$ cat src/rtl/rtc_ser_pkg.sv
package rtc_ser_pkg;
   typedef enum logic [1:0] {
      ST_IDLE    = 2'd0,
      ST_COLLECT = 2'd1,
      ST_SEND    = 2'd2
   } frame_st_t;

   localparam int IDX_SECONDS = 0;
   localparam int IDX_GPO     = 1;
endpackage

$ cat src/rtl/rtc_ser_sync.sv
module rtc_ser_sync #(
   parameter int STAGES = 2,
   parameter int WIDTH  = 3
) (
   input  logic             clk,
   input  logic             rst_n,
   input  logic [WIDTH-1:0] async_i,
   output logic [WIDTH-1:0] sync_o
);
   initial assert (STAGES >= 1 && WIDTH >= 1) else $fatal(1, "rtc_ser_sync: bad parameters");

   generate
      if (STAGES == 1) begin : g_single
         logic [WIDTH-1:0] q;
         always_ff @(posedge clk or negedge rst_n)
            if (!rst_n) q <= '0;
            else        q <= async_i;
         assign sync_o = q;
      end else begin : g_chain
         logic [STAGES-1:0][WIDTH-1:0] q;
         always_ff @(posedge clk or negedge rst_n)
            if (!rst_n) q <= '0;
            else        q <= {q[STAGES-2:0], async_i};
         assign sync_o = q[STAGES-1];
      end
   endgenerate
endmodule

$ cat src/rtl/rtc_ser_regs.sv
module rtc_ser_regs import rtc_ser_pkg::*; #(
   parameter int                DATA_W    = 32,
   parameter int                IDX_W     = 3,
   parameter logic [DATA_W-1:0] GPO_RESET = '0
) (
   input  logic              clk,
   input  logic              rst_n,
   input  logic              tick,
   input  logic              wr_stb,
   input  logic [IDX_W-1:0]  wr_idx,
   input  logic [DATA_W-1:0] wr_data,
   input  logic [IDX_W-1:0]  rd_idx,
   output logic [DATA_W-1:0] rd_data,
   output logic [DATA_W-1:0] sec_o,
   output logic [DATA_W-1:0] gpo_o
);
   localparam logic [IDX_W-1:0] SEL_SEC = IDX_W'(IDX_SECONDS);
   localparam logic [IDX_W-1:0] SEL_GPO = IDX_W'(IDX_GPO);

   always_ff @(posedge clk or negedge rst_n)
      if (!rst_n)                             sec_o <= '0;
      else if (wr_stb && wr_idx == SEL_SEC)   sec_o <= wr_data;
      else if (tick)                          sec_o <= sec_o + DATA_W'(1);

   always_ff @(posedge clk or negedge rst_n)
      if (!rst_n)                             gpo_o <= GPO_RESET;
      else if (wr_stb && wr_idx == SEL_GPO)   gpo_o <= wr_data;

   always_comb begin
      if (rd_idx == SEL_SEC)      rd_data = sec_o;
      else if (rd_idx == SEL_GPO) rd_data = gpo_o;
      else                        rd_data = '0;
   end
endmodule

$ cat src/rtl/rtc_ser_frame.sv
module rtc_ser_frame import rtc_ser_pkg::*; #(
   parameter int DATA_W      = 32,
   parameter int IDX_W       = 3,
   parameter int TIMEOUT_CYC = 1024
) (
   input  logic              clk,
   input  logic              rst_n,
   input  logic              sclk_s,
   input  logic              en_s,
   input  logic              din_s,
   input  logic [DATA_W-1:0] rd_data,
   output logic              wr_stb,
   output logic [IDX_W-1:0]  wr_idx,
   output logic [DATA_W-1:0] wr_data,
   output logic [IDX_W-1:0]  rd_idx,
   output logic              dout,
   output logic              ready,
   output logic              edge_o,
   output logic              send_o,
   output logic              tmo_o
);
   localparam int WR_BITS = DATA_W + IDX_W;
   localparam int CNT_W   = $clog2(WR_BITS + 2);
   localparam int TX_W    = $clog2(DATA_W + 1);
   localparam int TO_W    = $clog2(TIMEOUT_CYC + 1);

   initial assert (DATA_W >= 2 && IDX_W >= 1 && TIMEOUT_CYC >= 2)
      else $fatal(1, "rtc_ser_frame: bad parameters");

   frame_st_t          st;
   logic               sclk_q;
   logic [WR_BITS-1:0] sh;
   logic [CNT_W-1:0]   cnt;
   logic [DATA_W-1:0]  tx;
   logic [TX_W-1:0]    txcnt;
   logic [TO_W-1:0]    tcnt;
   logic               rise, dir_edge, rd_ok, tmo;

   assign rise     = sclk_s & ~sclk_q;
   assign dir_edge = rise & ~en_s & (st == ST_COLLECT);
   assign wr_stb   = dir_edge & din_s & (cnt == CNT_W'(WR_BITS));
   assign rd_ok    = dir_edge & ~din_s & (cnt == CNT_W'(IDX_W));
   assign tmo      = (st != ST_IDLE) & ~rise & (tcnt == TO_W'(TIMEOUT_CYC - 1));
   assign wr_idx   = sh[IDX_W-1:0];
   assign rd_idx   = sh[IDX_W-1:0];
   assign wr_data  = sh[WR_BITS-1:IDX_W];

   always_ff @(posedge clk or negedge rst_n) begin
      if (!rst_n) begin
         st     <= ST_IDLE;
         sclk_q <= 1'b0;
         sh     <= '0;
         cnt    <= '0;
         tx     <= '0;
         txcnt  <= '0;
         tcnt   <= '0;
         dout   <= 1'b0;
      end else begin
         sclk_q <= sclk_s;
         if (st == ST_IDLE || rise) tcnt <= '0;
         else                       tcnt <= tcnt + TO_W'(1);
         if (tmo) st <= ST_IDLE;
         else begin
            case (st)
               ST_IDLE: if (en_s) begin
                  st   <= ST_COLLECT;
                  cnt  <= '0;
                  dout <= 1'b0;
               end
               ST_COLLECT: if (rise) begin
                  if (en_s) begin
                     sh <= {sh[WR_BITS-2:0], din_s};
                     if (cnt != CNT_W'(WR_BITS + 1)) cnt <= cnt + CNT_W'(1);
                  end else if (rd_ok) begin
                     st    <= ST_SEND;
                     tx    <= rd_data;
                     txcnt <= '0;
                  end else begin
                     st <= ST_IDLE;
                  end
               end
               ST_SEND: if (rise) begin
                  dout  <= tx[DATA_W-1];
                  tx    <= {tx[DATA_W-2:0], 1'b0};
                  txcnt <= txcnt + TX_W'(1);
                  if (txcnt == TX_W'(DATA_W - 1)) st <= ST_IDLE;
               end
               default: st <= ST_IDLE;
            endcase
         end
      end
   end

   assign ready  = (st == ST_IDLE);
   assign send_o = (st == ST_SEND);
   assign edge_o = rise;
   assign tmo_o  = tmo;
endmodule

$ cat src/rtl/rtc_serial_slave.sv
module rtc_serial_slave #(
   parameter int                DATA_W      = 32,
   parameter int                IDX_W       = 3,
   parameter int                SYNC_STAGES = 2,
   parameter int                TIMEOUT_CYC = 1024,
   parameter logic [DATA_W-1:0] GPO_RESET   = '0
) (
   input  logic              clk,
   input  logic              rst_n,
   input  logic              en_i,
   input  logic              sclk_i,
   input  logic              din_i,
   input  logic              tick_i,
   output logic              dout_o,
   output logic              ready_o,
   output logic [DATA_W-1:0] seconds_o,
   output logic [DATA_W-1:0] gpo_o
);
   logic              sclk_s, en_s, din_s;
   logic              wr_stb, edge_s, send_s, tmo_s;
   logic [IDX_W-1:0]  wr_idx, rd_idx;
   logic [DATA_W-1:0] wr_data, rd_data;

   rtc_ser_sync #(.STAGES(SYNC_STAGES), .WIDTH(3)) u_sync (
      .clk(clk), .rst_n(rst_n),
      .async_i({sclk_i, en_i, din_i}),
      .sync_o({sclk_s, en_s, din_s})
   );

   rtc_ser_frame #(.DATA_W(DATA_W), .IDX_W(IDX_W), .TIMEOUT_CYC(TIMEOUT_CYC)) u_frame (
      .clk(clk), .rst_n(rst_n), .sclk_s(sclk_s), .en_s(en_s), .din_s(din_s),
      .rd_data(rd_data), .wr_stb(wr_stb), .wr_idx(wr_idx), .wr_data(wr_data),
      .rd_idx(rd_idx), .dout(dout_o), .ready(ready_o), .edge_o(edge_s),
      .send_o(send_s), .tmo_o(tmo_s)
   );

   rtc_ser_regs #(.DATA_W(DATA_W), .IDX_W(IDX_W), .GPO_RESET(GPO_RESET)) u_regs (
      .clk(clk), .rst_n(rst_n), .tick(tick_i), .wr_stb(wr_stb), .wr_idx(wr_idx),
      .wr_data(wr_data), .rd_idx(rd_idx), .rd_data(rd_data),
      .sec_o(seconds_o), .gpo_o(gpo_o)
   );
endmodule

$ cat config.mk
export PLATFORM = sky130hd
export DESIGN_NAME = rtc_serial_slave
export DESIGN_NICKNAME = d
export VERILOG_FILES = /design/src/rtl/rtc_ser_pkg.sv /design/src/rtl/rtc_ser_sync.sv /design/src/rtl/rtc_ser_regs.sv /design/src/rtl/rtc_ser_frame.sv /design/src/rtl/rtc_serial_slave.sv
export SDC_FILE = /design/constraint.sdc
export NUM_CORES = 1
export LEC_CHECK = 0
export BUFFER_PORTS_ARGS = -buffer_cell sky130_fd_sc_hd__buf_2
export CAP_MARGIN = 20
export CORE_MARGIN = 8
export CORE_UTILIZATION = 45
export CTS_CLUSTER_DIAMETER = 50
export CTS_CLUSTER_SIZE = 28
export DETAILED_ROUTE_END_ITERATION = 7
export PLACE_DENSITY = 0.67
export SETUP_SLACK_MARGIN = 0.4
export SLEW_MARGIN = 10
export SYNTH_ARGS = -nofsm -noshare
export SYNTH_HDL_FRONTEND = slang
export SYNTH_SLANG_ARGS = --single-unit
export TNS_END_PERCENT = 50
$ cat constraint.sdc
create_clock -name clk -period 2.4 [get_ports clk]
set_clock_uncertainty 0.1 [all_clocks]
set_input_delay 0.12 -clock clk [delete_from_list [all_inputs] [get_ports clk]]
set_output_delay 0.12 -clock clk [all_outputs]
set_load 0.05 [all_outputs]
# Word level (Yosys, flattened, before mapping)

Cells that the tools add are included.

Register bits: 164
Input bits: 6
Output and inout port bits: 66

$add $sub $neg: 4
Equality and inequality tests: 20
Reductions and logical operators: 15
Multiplexer cells: 31
Bitwise operators: 14

Operators by type and width:

| kind                                                  | count |
|---|---|
| 2-to-1 mux 32 bit                                     | 8 |
| case mux 32 bit (2 select lines)                      | 1 |
| 2-to-1 mux 6 bit                                      | 8 |
| adder 32 x 1 -> 32 bit, second input constant         | 1 |
| case mux 6 bit (2 select lines)                       | 2 |
| 2-to-1 mux 2 bit                                      | 7 |
| adder 6 x 1 -> 6 bit, second input constant           | 2 |
| AND reduction 6 bit                                   | 2 |
| adder 11 x 1 -> 11 bit, second input constant         | 1 |
| equality test 11 x 10 -> 1 bit, second input constant | 1 |
| 2-to-1 mux 11 bit                                     | 1 |
| nonzero test 2 bit                                    | 5 |
| bitwise AND 1 bit                                     | 9 |
| inequality test 3 x 1 -> 1 bit, second input constant | 3 |
| inequality test 2 x 1 -> 1 bit, second input constant | 4 |
| AND reduction 4 bit                                   | 2 |
| equality test 6 x 2 -> 1 bit, second input constant   | 1 |
| equality test 6 x 5 -> 1 bit, second input constant   | 1 |
| equality test 6 bit, second input constant            | 1 |
| inequality test 2 bit, second input constant          | 3 |
| inequality test 6 bit, second input constant          | 1 |
| case mux 2 bit (3 select lines)                       | 1 |
| inverter 1 bit                                        | 5 |
| AND reduction 5 bit                                   | 1 |
| 11 further kinds                                      | 13 |

# Depth between registers and ports, before layout

Gate-level depths: netlist (run 1).

Word-level depth: 11
Mapped depth: 8

# Hierarchy

Synthesis (run 1) repeated with hierarchy kept, for this count alone.

Cells, all modules: 643
Area, all modules: 7826.3 um^2

By module, submodules not included:

| module        | seq. area each (um^2) | cells each | times used | area an instance (um^2) |
|---|---|---|---|---|
| rtc_ser_frame | 2352.3                | 331        | 1          | 4341.7 |
| rtc_ser_regs  | 1601.5                | 303        | 1          | 3311.9 |
| rtc_ser_sync  | 150.1                 | 9          | 1          | 172.7 |

# Least setup slack after synthesis (run 1)

OpenSTA, ideal clock, no wires.

Path kind: register to register
Start point: register u_regs.sec_o[6]
End point: register u_regs.sec_o[26]
Period minus slack after synthesis: 2.465 ns
Arrival: 2.228 ns
Stages on the path, launching flop included: 8
Path buffers: 2
Path slack: -0.065 ns
Library setup time: 0.137 ns
Data required time: 2.163 ns
Cell sequence: dfrtp_1 > nand4_2 > or4_1 > buf_2 > buf_6 > nor4_2 > xnor2_1 > a21oi_1

Cells in the longest elaborated chain, start to end: 3

RTL lines:

| what                     | RTL line           | RTL |
|---|---|---|
| start: declaration       | rtc_ser_regs.sv:14 | `output logic [DATA_W-1:0] sec_o,` |
| start signal: assignment | rtc_ser_regs.sv:22 | `else if (wr_stb && wr_idx == SEL_SEC) sec_o <= wr_data;` |
| start signal: assignment | rtc_ser_regs.sv:23 | `else if (tick) sec_o <= sec_o + DATA_W'(1);` |
| adder 32 x 1 -> 32 bit   | rtc_ser_regs.sv:23 |  |
| 2-to-1 mux 32 bit        | rtc_ser_regs.sv:23 |  |
| 2-to-1 mux 32 bit        | rtc_ser_regs.sv:22 |  |

No other way between the ends. The select of a mux whose other input is x is not followed.
A chain may end at the register's enable or synchronous reset.

# Final worst setup path (run 1)

Start point: register u_frame.cnt[2]
End point: register u_regs.sec_o[20]

Cells in the longest elaborated chain, start to end: 4
Elaborated cells on any way between the ends: 5

RTL lines:

| what                                                           | RTL line            | RTL |
|---|---|---|
| start: declaration                                             | rtc_ser_frame.sv:33 | `logic [CNT_W-1:0] cnt;` |
| start signal: assignment                                       | rtc_ser_frame.sv:73 | `if (cnt != CNT_W'(WR_BITS + 1)) cnt <= cnt + CNT_W'(1);` |
| equality test 6 bit *                                          | rtc_ser_frame.sv:41 | `assign wr_stb = dir_edge & din_s & (cnt == CNT_W'(WR_BITS));` |
| bitwise AND 1 bit *                                            | rtc_ser_frame.sv:41 |  |
| logical AND 1 bit *                                            | rtc_ser_regs.sv:22  |  |
| 2-to-1 mux 32 bit / nonzero test 2 bit (equally long branches) | -                   |  |

Every way passes the cells marked *; elsewhere a longest branch is shown, timed or not.

==> results of run 1 <==
## metal layers
metal  part of all wire  vias to the layer above
met5                  0                        -
met4              0.026                        0
met3              0.050                       41
met2               0.50                      190
met1               0.43                     3018
li1                   -                     2613
## cell type report
cell class	instances	area (um2)	share of cell area
timing repair buffer	130	1150	0.118
tap	220	275	0.0282
multi-input combinational	441	3570	0.366
sequential	164	4130	0.423
clock inverter	13	151	0.0155
inverter	11	41.3	0.00423
clock buffer	19	443	0.0454
## cell usage after synthesis (2+ instances only)
library cell	instances
buf_1	3
and3_1	6
nand2b_1	2
nor2_1	57
dfrtp_1	164
nor3_1	9
o21ai_0	39
a211oi_1	2
nand3_1	14
buf_2	7
nand4_1	13
mux2i_1	34
mux2_1	4
nor2b_1	4
xnor2_1	24
o221a_2	31
o21ai_1	2
nor4_2	3
inv_1	11
xor2_1	16
a21oi_1	41
a2bb2oi_1	2
nor4_1	7
and4_1	3
and3b_1	2
ha_1	5
nand2_1	31
or3_1	4
a22o_1	3
or4_1	3
clkbuf_1	27
mux2_2	65
## logic make-up after synthesis
family / synth area share
compound gates: 0.115
xor+xnor: 0.0463
fa+ha+maj: 0.00827
buf+inv: 0.0265
flops: 0.543
mux: 0.148
simple gates: 0.114
## state kept, by name, summed over array words and instances, names as in the netlist
signal and cells:
u_frame.tcnt 11, u_frame.txcnt 6, u_frame.sh 35, u_sync.sync_o 3
u_frame.cnt 6, u_regs.sec_o 32, u_frame.tx 32, u_frame.sclk_q 1
u_frame.dout 1, u_frame.st 2, u_sync.g_chain.q 3, u_regs.gpo_o 32
## how the worst min path moves through the flow
stage / end / slack [ps] / depth (start not counted)
final: u_regs.sec_o[0]$_DFFE_PN0P_ / 100 / 4
after global routing: u_regs.sec_o[0]$_DFFE_PN0P_ / 110 / 4
after global placement: u_sync.sync_o[2]$_DFF_PN0_ / 40 / 1
after floorplan: u_frame.cnt[0]$_DFFE_PN0P_ / -280 / 0
after detailed placement: u_sync.sync_o[2]$_DFF_PN0_ / 50 / 1
after CTS: u_regs.sec_o[0]$_DFFE_PN0P_ / 50 / 4
## critical path, cell delays in order (launching register included)
cell	delay (ps)
dfrtp_1	400
or4_4	550
or4_4	510
buf_6	170
clkbuf_16	190
nor2_4	100
a21oi_2	40
## power groups by stage
| stage | clock, uW | combinational (uW) | sequential, uW |
|---|---|---|---|
| 2_1_floorplan | 0 | 1060 | 4030 |
| 3_3_place_gp | 0 | 1820 | 3760 |
| 3_5_place_dp | 0 | 1880 | 3780 |
| 4_1_cts | 2750 | 1990 | 3730 |
| 5_1_grt | 2860 | 2250 | 3820 |
| 6_report | 2710 | 2100 | 3770 |
## metrics by stage
| stage | std cells | setup slack (ps) | util | hold WS, ps | cell area [um2] |
|---|---|---|---|---|---|
| floorplan | 653 | 282 | - | -276 | 7690 |
| global placement | 929 | 162 | 0.505 | 37.5 | 8340 |
| detailed placement | 929 | 154 | 0.505 | 50.1 | 8340 |
| CTS | 993 | 265 | 0.574 | 46.8 | 9480 |
| global route | 998 | 157 | 0.590 | 111 | 9760 |
| finish | 998 | 212 | 0.590 | 96.2 | 9760 |
## repair_timing
action / in CTS / in global routing
hold buffers: 4 / 0
endpoints found under the setup margin: 100 / 101
buffers inserted: 18 / 2
endpoints found under the hold margin: 63 / 0
pin swaps: 5 / 3
gates resized for setup: 44 / 51
cloned: 10 / 3
==> impl.org, run 1 <==
** Pwr
- The internal power of the cells totals 5710 uW.
- Overall power consumption :: 8580 uW
- Static leakage :: 0.00447 uW
- Share of power burned in registers :: 0.439
- Of the total power, combinational logic draws 0.245.
- Peak supply drop :: 668 uV
- Of the total power, the share spent switching nets is 0.335.
- Switch Pwr :: 2870 uW
- Total power divided by cell area :: 879 nW/um2
- Of the total power, the clock network draws 0.316.

** Logic synthesis
- The most used flip-flop cell after synthesis is dfrtp_1.
- Count of yosys warnings during synthesis :: 0
- Share of synthesized area occupied by flip-flops and latches :: 0.543
- Post-synth EDFFs :: 0
- Synthesis produced 653 cells.
- Syn_area_per_cell :: 11.6 um2
- Distinct cell type count after synthesis :: 47
- Ranked by total cell area, the synthesized netlist is headed by dfrtp_1 54%, mux2_2 9.7%, o221a_2 4.6%, mux2i_1 4.5%, nor2_1 2.8%.
- In this run the cell area of the synthesized design comes to 7560 um2.
- In this run, synthesis produced a sequential element count of 164.
- The largest total area in the synthesized netlist belongs to dfrtp_1.
- Synth top area share :: 0.543
- Share of async-settable or async-resettable flops after synthesis :: 1.00
- The number of nets in the synthesized netlist is 664.

** Floorplanning
- From left edge to right edge, the die measures 146 um.
- 72 I/O pins were placed.
- Floorplan die area :: 21200 um2
- The initial utilization of the core area, before any placement, comes to 0.458.
- Core area :: 16500 um2
- Die extent in y :: 146 um
- Standard-cell row count :: 47

** Clocking
- Root buffer cell :: clkbuf_16
- The H-tree was split into 4 levels.
- TritonCTS built the clock tree.
- Clock slew seen by the registers of the worst setup and hold paths :: 60 ps
- Maximum clock path buffer count :: 2
- At the later pin of the worst-skew pair, clock insertion delay measures 430 ps.
- Clock tree synthesis inserted a total of 17 buffers.
- TritonCTS sink count :: 164

** Final layout
- Nets :: 776
- Final antenna diode count :: 0
- Leading cell type in the layout, fill and taps excluded :: dfrtp_1
- Count of filler cells inserted in the layout :: 1295
- Ratio of cells with drive above 1 in the final layout :: 0.411
- The library cells used most frequently in the layout, excluding fill and tap cells, are 147 x dfrtp_1, 71 x buf_2, 51 x mux2_2.
- From synthesis to final layout, the design area changed by 29.0%.

** Worst setup path
- STA classifies the critical path endpoint as a flip-flop.
- Required time of the worst setup path :: 2610 ps
- STA puts the critical path data arrival time at 2400 ps.
- The critical path in this run is classified as reg2reg.
- Maximum fanout count along the critical path :: 8
- The critical path ends at u_regs.sec_o[20]$_DFFE_PN0P_.
- Worst setup path start :: u_frame.cnt[2]$_DFFE_PN0P_
- The endpoint identified for the worst register-to-register timing path is u_regs.sec_o[20]$_DFFE_PN0P_.
- Flop2flop setup slack :: 210 ps
- The worst setup path is launched from a flip-flop.
- Reg-to-reg startpoint :: u_frame.cnt[2]$_DFFE_PN0P_
- Reg2Reg Depth :: 6

** STA
- Summed over all failing endpoints, the final setup total negative slack is 0 ps.
- In this run the tightest slew margin relative to its limit is 0.480.
- Worst Max-Slew Pin Slew :: 775 ps
- The final number of hold-violating endpoints came to 0.
- Setup violations remaining at the end of the flow were counted as 0.
- Dividing the final minimum period by the clock period gives 0.912.
- The number of pins with negative max-slew slack in the final report came to 0.
- After layout, the minimum clock period comes to 2190 ps.
- Unrepaired setup endpoints after global routing :: true
- Based on the critical path, the design can be clocked at up to 457 MHz.

** Drt
- The final route contains 5862 vias.
- In the final routed layout, each cell accounts on average for 21.4 um.
- Summed over all layers, the routed wires come to 21.3 mm.
- After detailed routing, the number of remaining DRC violations is 0.
- For this block, the initial DRC count from the detailed router was 436.
- Count of antenna-violating nets left after detailed routing :: 0
- Using the TritonRoute via totals, the vias-per-cell ratio works out to 5.87.
- Length of the first detailed-routing pass in iterations :: 5

** GRT
- Met3 track utilization from global routing :: 0.0398
- Wire length of the first global-routing pass :: 33.1 mm
- Entering global routing, the biggest net connects 63 pins.
- Total global routing overflow :: 0
- For this run, global-route usage on met2 was measured as 0.325.
- Met1 track utilization from global routing :: 0.248
- For this run, the total global-route usage over all layers was measured as 0.195.
- The number of antenna violations at the first check in global routing was 0.
- After global routing, the most crowded layer is met2.
- The via count of the first global-routing pass came to 5986.

** Status
- Result of the run :: completed

** Run
- Max-cap check violation count :: 0

** Hold path
- Worst hold path startpoint :: tick_i
- Min-Delay Path Class :: in2reg

** Place
- Port-buffer cells :: 71
- Placed wire-length estimate after detailed placement :: 11.8 mm
- The congestion estimate from routability-driven global placement came to 0.793.
No activity file was read; power rests on OpenSTA's default activity.
==> inputs of run 2 (changes only) <==
--- a/config.mk
+++ b/config.mk
@@ -7,11 +7,13 @@
 export LEC_CHECK = 0
 export BUFFER_PORTS_ARGS = -buffer_cell sky130_fd_sc_hd__buf_2
 export CAP_MARGIN = 20
+export CORE_ASPECT_RATIO = 1.2
 export CORE_MARGIN = 8
 export CORE_UTILIZATION = 45
 export CTS_CLUSTER_DIAMETER = 50
 export CTS_CLUSTER_SIZE = 28
 export DETAILED_ROUTE_END_ITERATION = 7
+export GPL_TIMING_DRIVEN = 0
 export PLACE_DENSITY = 0.67
 export SETUP_SLACK_MARGIN = 0.4
 export SLEW_MARGIN = 10
==> run 2 against run 1 <==
Wire length shrank 11%. Worst hold slack got worse by 71 ps. Fmax increased by 3.0%. Combinational power about the same. Clock power rose by 2%. Count of clock-buffer cells in the layout grew 7. Register-to-register slack gained 60 ps. Critical path type unchanged.
==> impl.org, run 2 (synthesis results as in run 1) <==
** Floorplanning
- Die extent in y :: 158 um (was 146 um)
- The die width came to 134 um (was 146 um).
- The total die area was 21200 um2 (about the same).
- The standard cell core area was 16700 um2 (was 16500 um2).
- Initial core utilization :: 0.454 (was 0.458)
- The I/O pin total is 72 (unchanged).
- The standard-cell row count was 52 (was 47).

** Worst setup path
- The beginning of the worst register-to-register path was u_frame.cnt[3]$_DFFE_PN0P_ (was u_frame.cnt[2]$_DFFE_PN0P_).
- The type of element launching the critical path is a flip-flop (unchanged).
- The data required time at the worst endpoint was 2610 ps (about the same).
- Worst setup path start :: u_frame.cnt[3]$_DFFE_PN0P_ (was u_frame.cnt[2]$_DFFE_PN0P_)
- The capturing element type of the critical path is a flip-flop (unchanged).
- The peak fanout along the critical path is 10 (was 8).
- The critical path start-end classification is reg2reg (unchanged).
- The worst endpoint data arrival time is 2340 ps (was 2400 ps).

** STA
- Final setup violation count :: 0 (unchanged)
- Final period utilization :: 0.885 (was 0.912)
- The final number of hold-violating endpoints was 0 (unchanged).
- Post-route worst setup slack :: 275 ps (was 212 ps)
- The normalized max-slew margin is 0.511 (was 0.480).
- Peak clock frequency supported by timing :: 471 MHz (was 457 MHz)
- Unrepaired setup endpoints after global routing :: true (unchanged)
- The number of pins with negative max-slew slack in the final report was 0 (unchanged).
- Final hold slack :: 25.4 ps (was 96.2 ps)
- The slew at the pin closest to its max-slew limit is 734 ps (was 775 ps).
- Minimum clock period after layout :: 2120 ps (was 2190 ps)

** Final layout
- Leading cell type in the layout, fill and taps excluded :: dfrtp_1 (unchanged)
- Final standard cell area without fillers :: 9600 um2 (was 9760 um2)
- Register name with the most flops :: u_frame.sh (unchanged)
- Number of flip-flops in the largest register :: 35 (unchanged)
- The fraction of layout instances using a drive strength above 1 is 0.389 (was 0.411).
- Area growth from synthesis to final layout :: 27.0% (was 29.0%)
- Leading cell types in the layout, fill and taps excluded :: 146 x dfrtp_1, 72 x buf_2, 59 x mux2_2 (was 147 x dfrtp_1, 71 x buf_2, 51 x mux2_2)
- Final antenna diode count :: 0 (unchanged)
- Count of non-filler cells in the finished layout :: 997 (was 998)
- Nets :: 780 (was 776)

** GRT
- Via count of the first global-routing pass :: 5883 (was 5986)
- Total global routing overflow :: 0 (unchanged)
- The maximum number of pins on one net before global-route repair came to 113 (was 63).
- GRT Overall Usage :: 0.180 (was 0.195)
- Number of antenna violations at the first check in global routing :: 0 (unchanged)
- The first-pass GRT wire length was 30.3 mm (was 33.1 mm).

** Pwr
- Switch Pwr :: 2780 uW (was 2870 uW)
- The overall power of the completed layout came to 8680 uW (was 8580 uW).
- The power density of the placed cells is 904 nW/um2 (was 879 nW/um2).
- Relative contribution of the clock network to total power :: 0.319 (was 0.316)
- Cell Int Power :: 5900 uW (was 5710 uW)
- The standby leakage power came to 0.00444 uW (was 0.00447 uW).
- The sequential group share of total power came to 0.436 (was 0.439).
- The switching portion of total power came to 0.320 (was 0.335).
- The combinational share of power is 0.245 (about the same).
- The worst voltage drop across the vdd grid is 722 uV (was 668 uV).

** Place
- Number of placed instances, taps included :: 941 (was 929)
- Port-buffer cells :: 71 (unchanged)
- Minimum setup slack after placement :: -142 ps (was 154 ps)
- The weighted congestion at the end of routability-driven global placement was 0.809 (was 0.793).
- The instance area after placement came to 8350 um2 (was 8340 um2).
- Placed wire-length estimate after detailed placement :: 12.4 mm (was 11.8 mm)

** Hold path
- Min-Delay Path Class :: in2reg (unchanged)
- Worst hold path startpoint :: tick_i (unchanged)

** Clocking
- The total clock sinks came to 164 (unchanged).
- Number of clock buffers inserted by TritonCTS :: 17 (unchanged)
- Total number of H-tree levels :: 4 (unchanged)
- The clock transition at the register clock pins on the worst setup and hold paths after CTS was 60 ps (about the same).
- Clock latency at the later pin of the worst-skew pair :: 430 ps (about the same)
- The cell at the root of the clock tree is clkbuf_16 (unchanged).
- Maximum clock path buffer count :: 2 (unchanged)
- CTS tree :: built (unchanged)

** Drt
- Length of the first detailed-routing pass in iterations :: 5 (unchanged)
- Iteration-0 DRC Markers :: 373 (was 436)
- Total DRC errors in the routed layout :: 0 (unchanged)
- The wire length reported by the detailed router was 19.0 mm (was 21.3 mm).
- Count of antenna-violating nets left after detailed routing :: 0 (unchanged)
- Total via count in the routed design :: 5650 (was 5862)
- Average wire length per cell after detail routing :: 19.1 um (was 21.4 um)
- The via-per-instance ratio is 5.67 (was 5.87).

** Run
- Max-cap check violation count :: 0 (unchanged)

** Status
- Result of the run :: completed (unchanged)
[run 2: cell types whose count changed in the layout (fill, tap and decap cells not counted), moves of 9 or more]
cell and delta:
a21oi_1 +9, a21oi_2 -9, buf_4 -10, clkbuf_1 +16
clkbuf_8 +10, nor2_4 -12, o221a_2 -10, o221a_4 +10
[run 2: area by class of cell]
cell class | instances | area, um2
fill | 1442 | 7050
sequential | 164 | 4130
multi-input combinational | 440 | 3580
timing repair buffer | 97 | 637
clock buffer | 26 | 489
buffer | 38 | 355
tap | 216 | 270
clock inverter | 5 | 100
inverter | 11 | 41.3
[run 2: worst max-delay path: stages (launching register included)]
cell	delay, ps
dfrtp_1	390
or4_4	570
nor4_4	230
buf_6	200
buf_8	160
mux2_2	340
[run 2: per-layer routing]
metal / GRT usage / wire (um) / up-vias / part of all wire
li1: - / - / 2601 / -
met1: 0.212 / 8190 / 2901 / 0.43
met2: 0.308 / 9750 / 114 / 0.51
met3: 0.0362 / 595 / 34 / 0.031
met4: 0.0852 / 485 / 0 / 0.026
met5: 0 / 0 / - / 0
[run 2: power by group through the flow]
stage	registers, uW	clock network [uW]	logic [uW]
3_3_place_gp	3760	0	1820
2_1_floorplan	4030	0	1060
6_report	3780	2770	2120
3_5_place_dp	3770	0	1880
5_1_grt	3840	2890	2270
4_1_cts	3750	2800	2040
[run 2: timing repair]
item                       CTS  global route
setup endpoints to repair  133           129
cloned                       2             1
hold buffers                 5             0
pin swaps                    9             8
resized for setup           63            56
hold endpoints to repair    56             0
setup buffers               10             7
[run 2: final timing paths]
path | end | slack (ps) | depth (start not counted)
setup reg to reg | u_regs.gpo_o[15]$_DFFE_PN0P_ | 280 | 5
max in group asynchronous | u_regs.sec_o[12]$_DFFE_PN0P_ | 1170 | 3
setup / recovery | u_regs.gpo_o[15]$_DFFE_PN0P_ | 280 | 5
min in group asynchronous | u_frame.cnt[1]$_DFFE_PN0P_ | 90 | 2
hold / removal | u_regs.sec_o[1]$_DFFE_PN0P_ | 30 | 3
hold reg to reg | u_sync.sync_o[1]$_DFF_PN0_ | 250 | 0
[run 2: stage by stage]
stage | TNS [ps] | util
after detailed placement | -3280 | 0.501
after global routing | 0 | 0.576
after CTS | 0 | 0.560
after global placement | -219660 | 0.499
final | 0 | 0.576
after floorplan | 0 | -
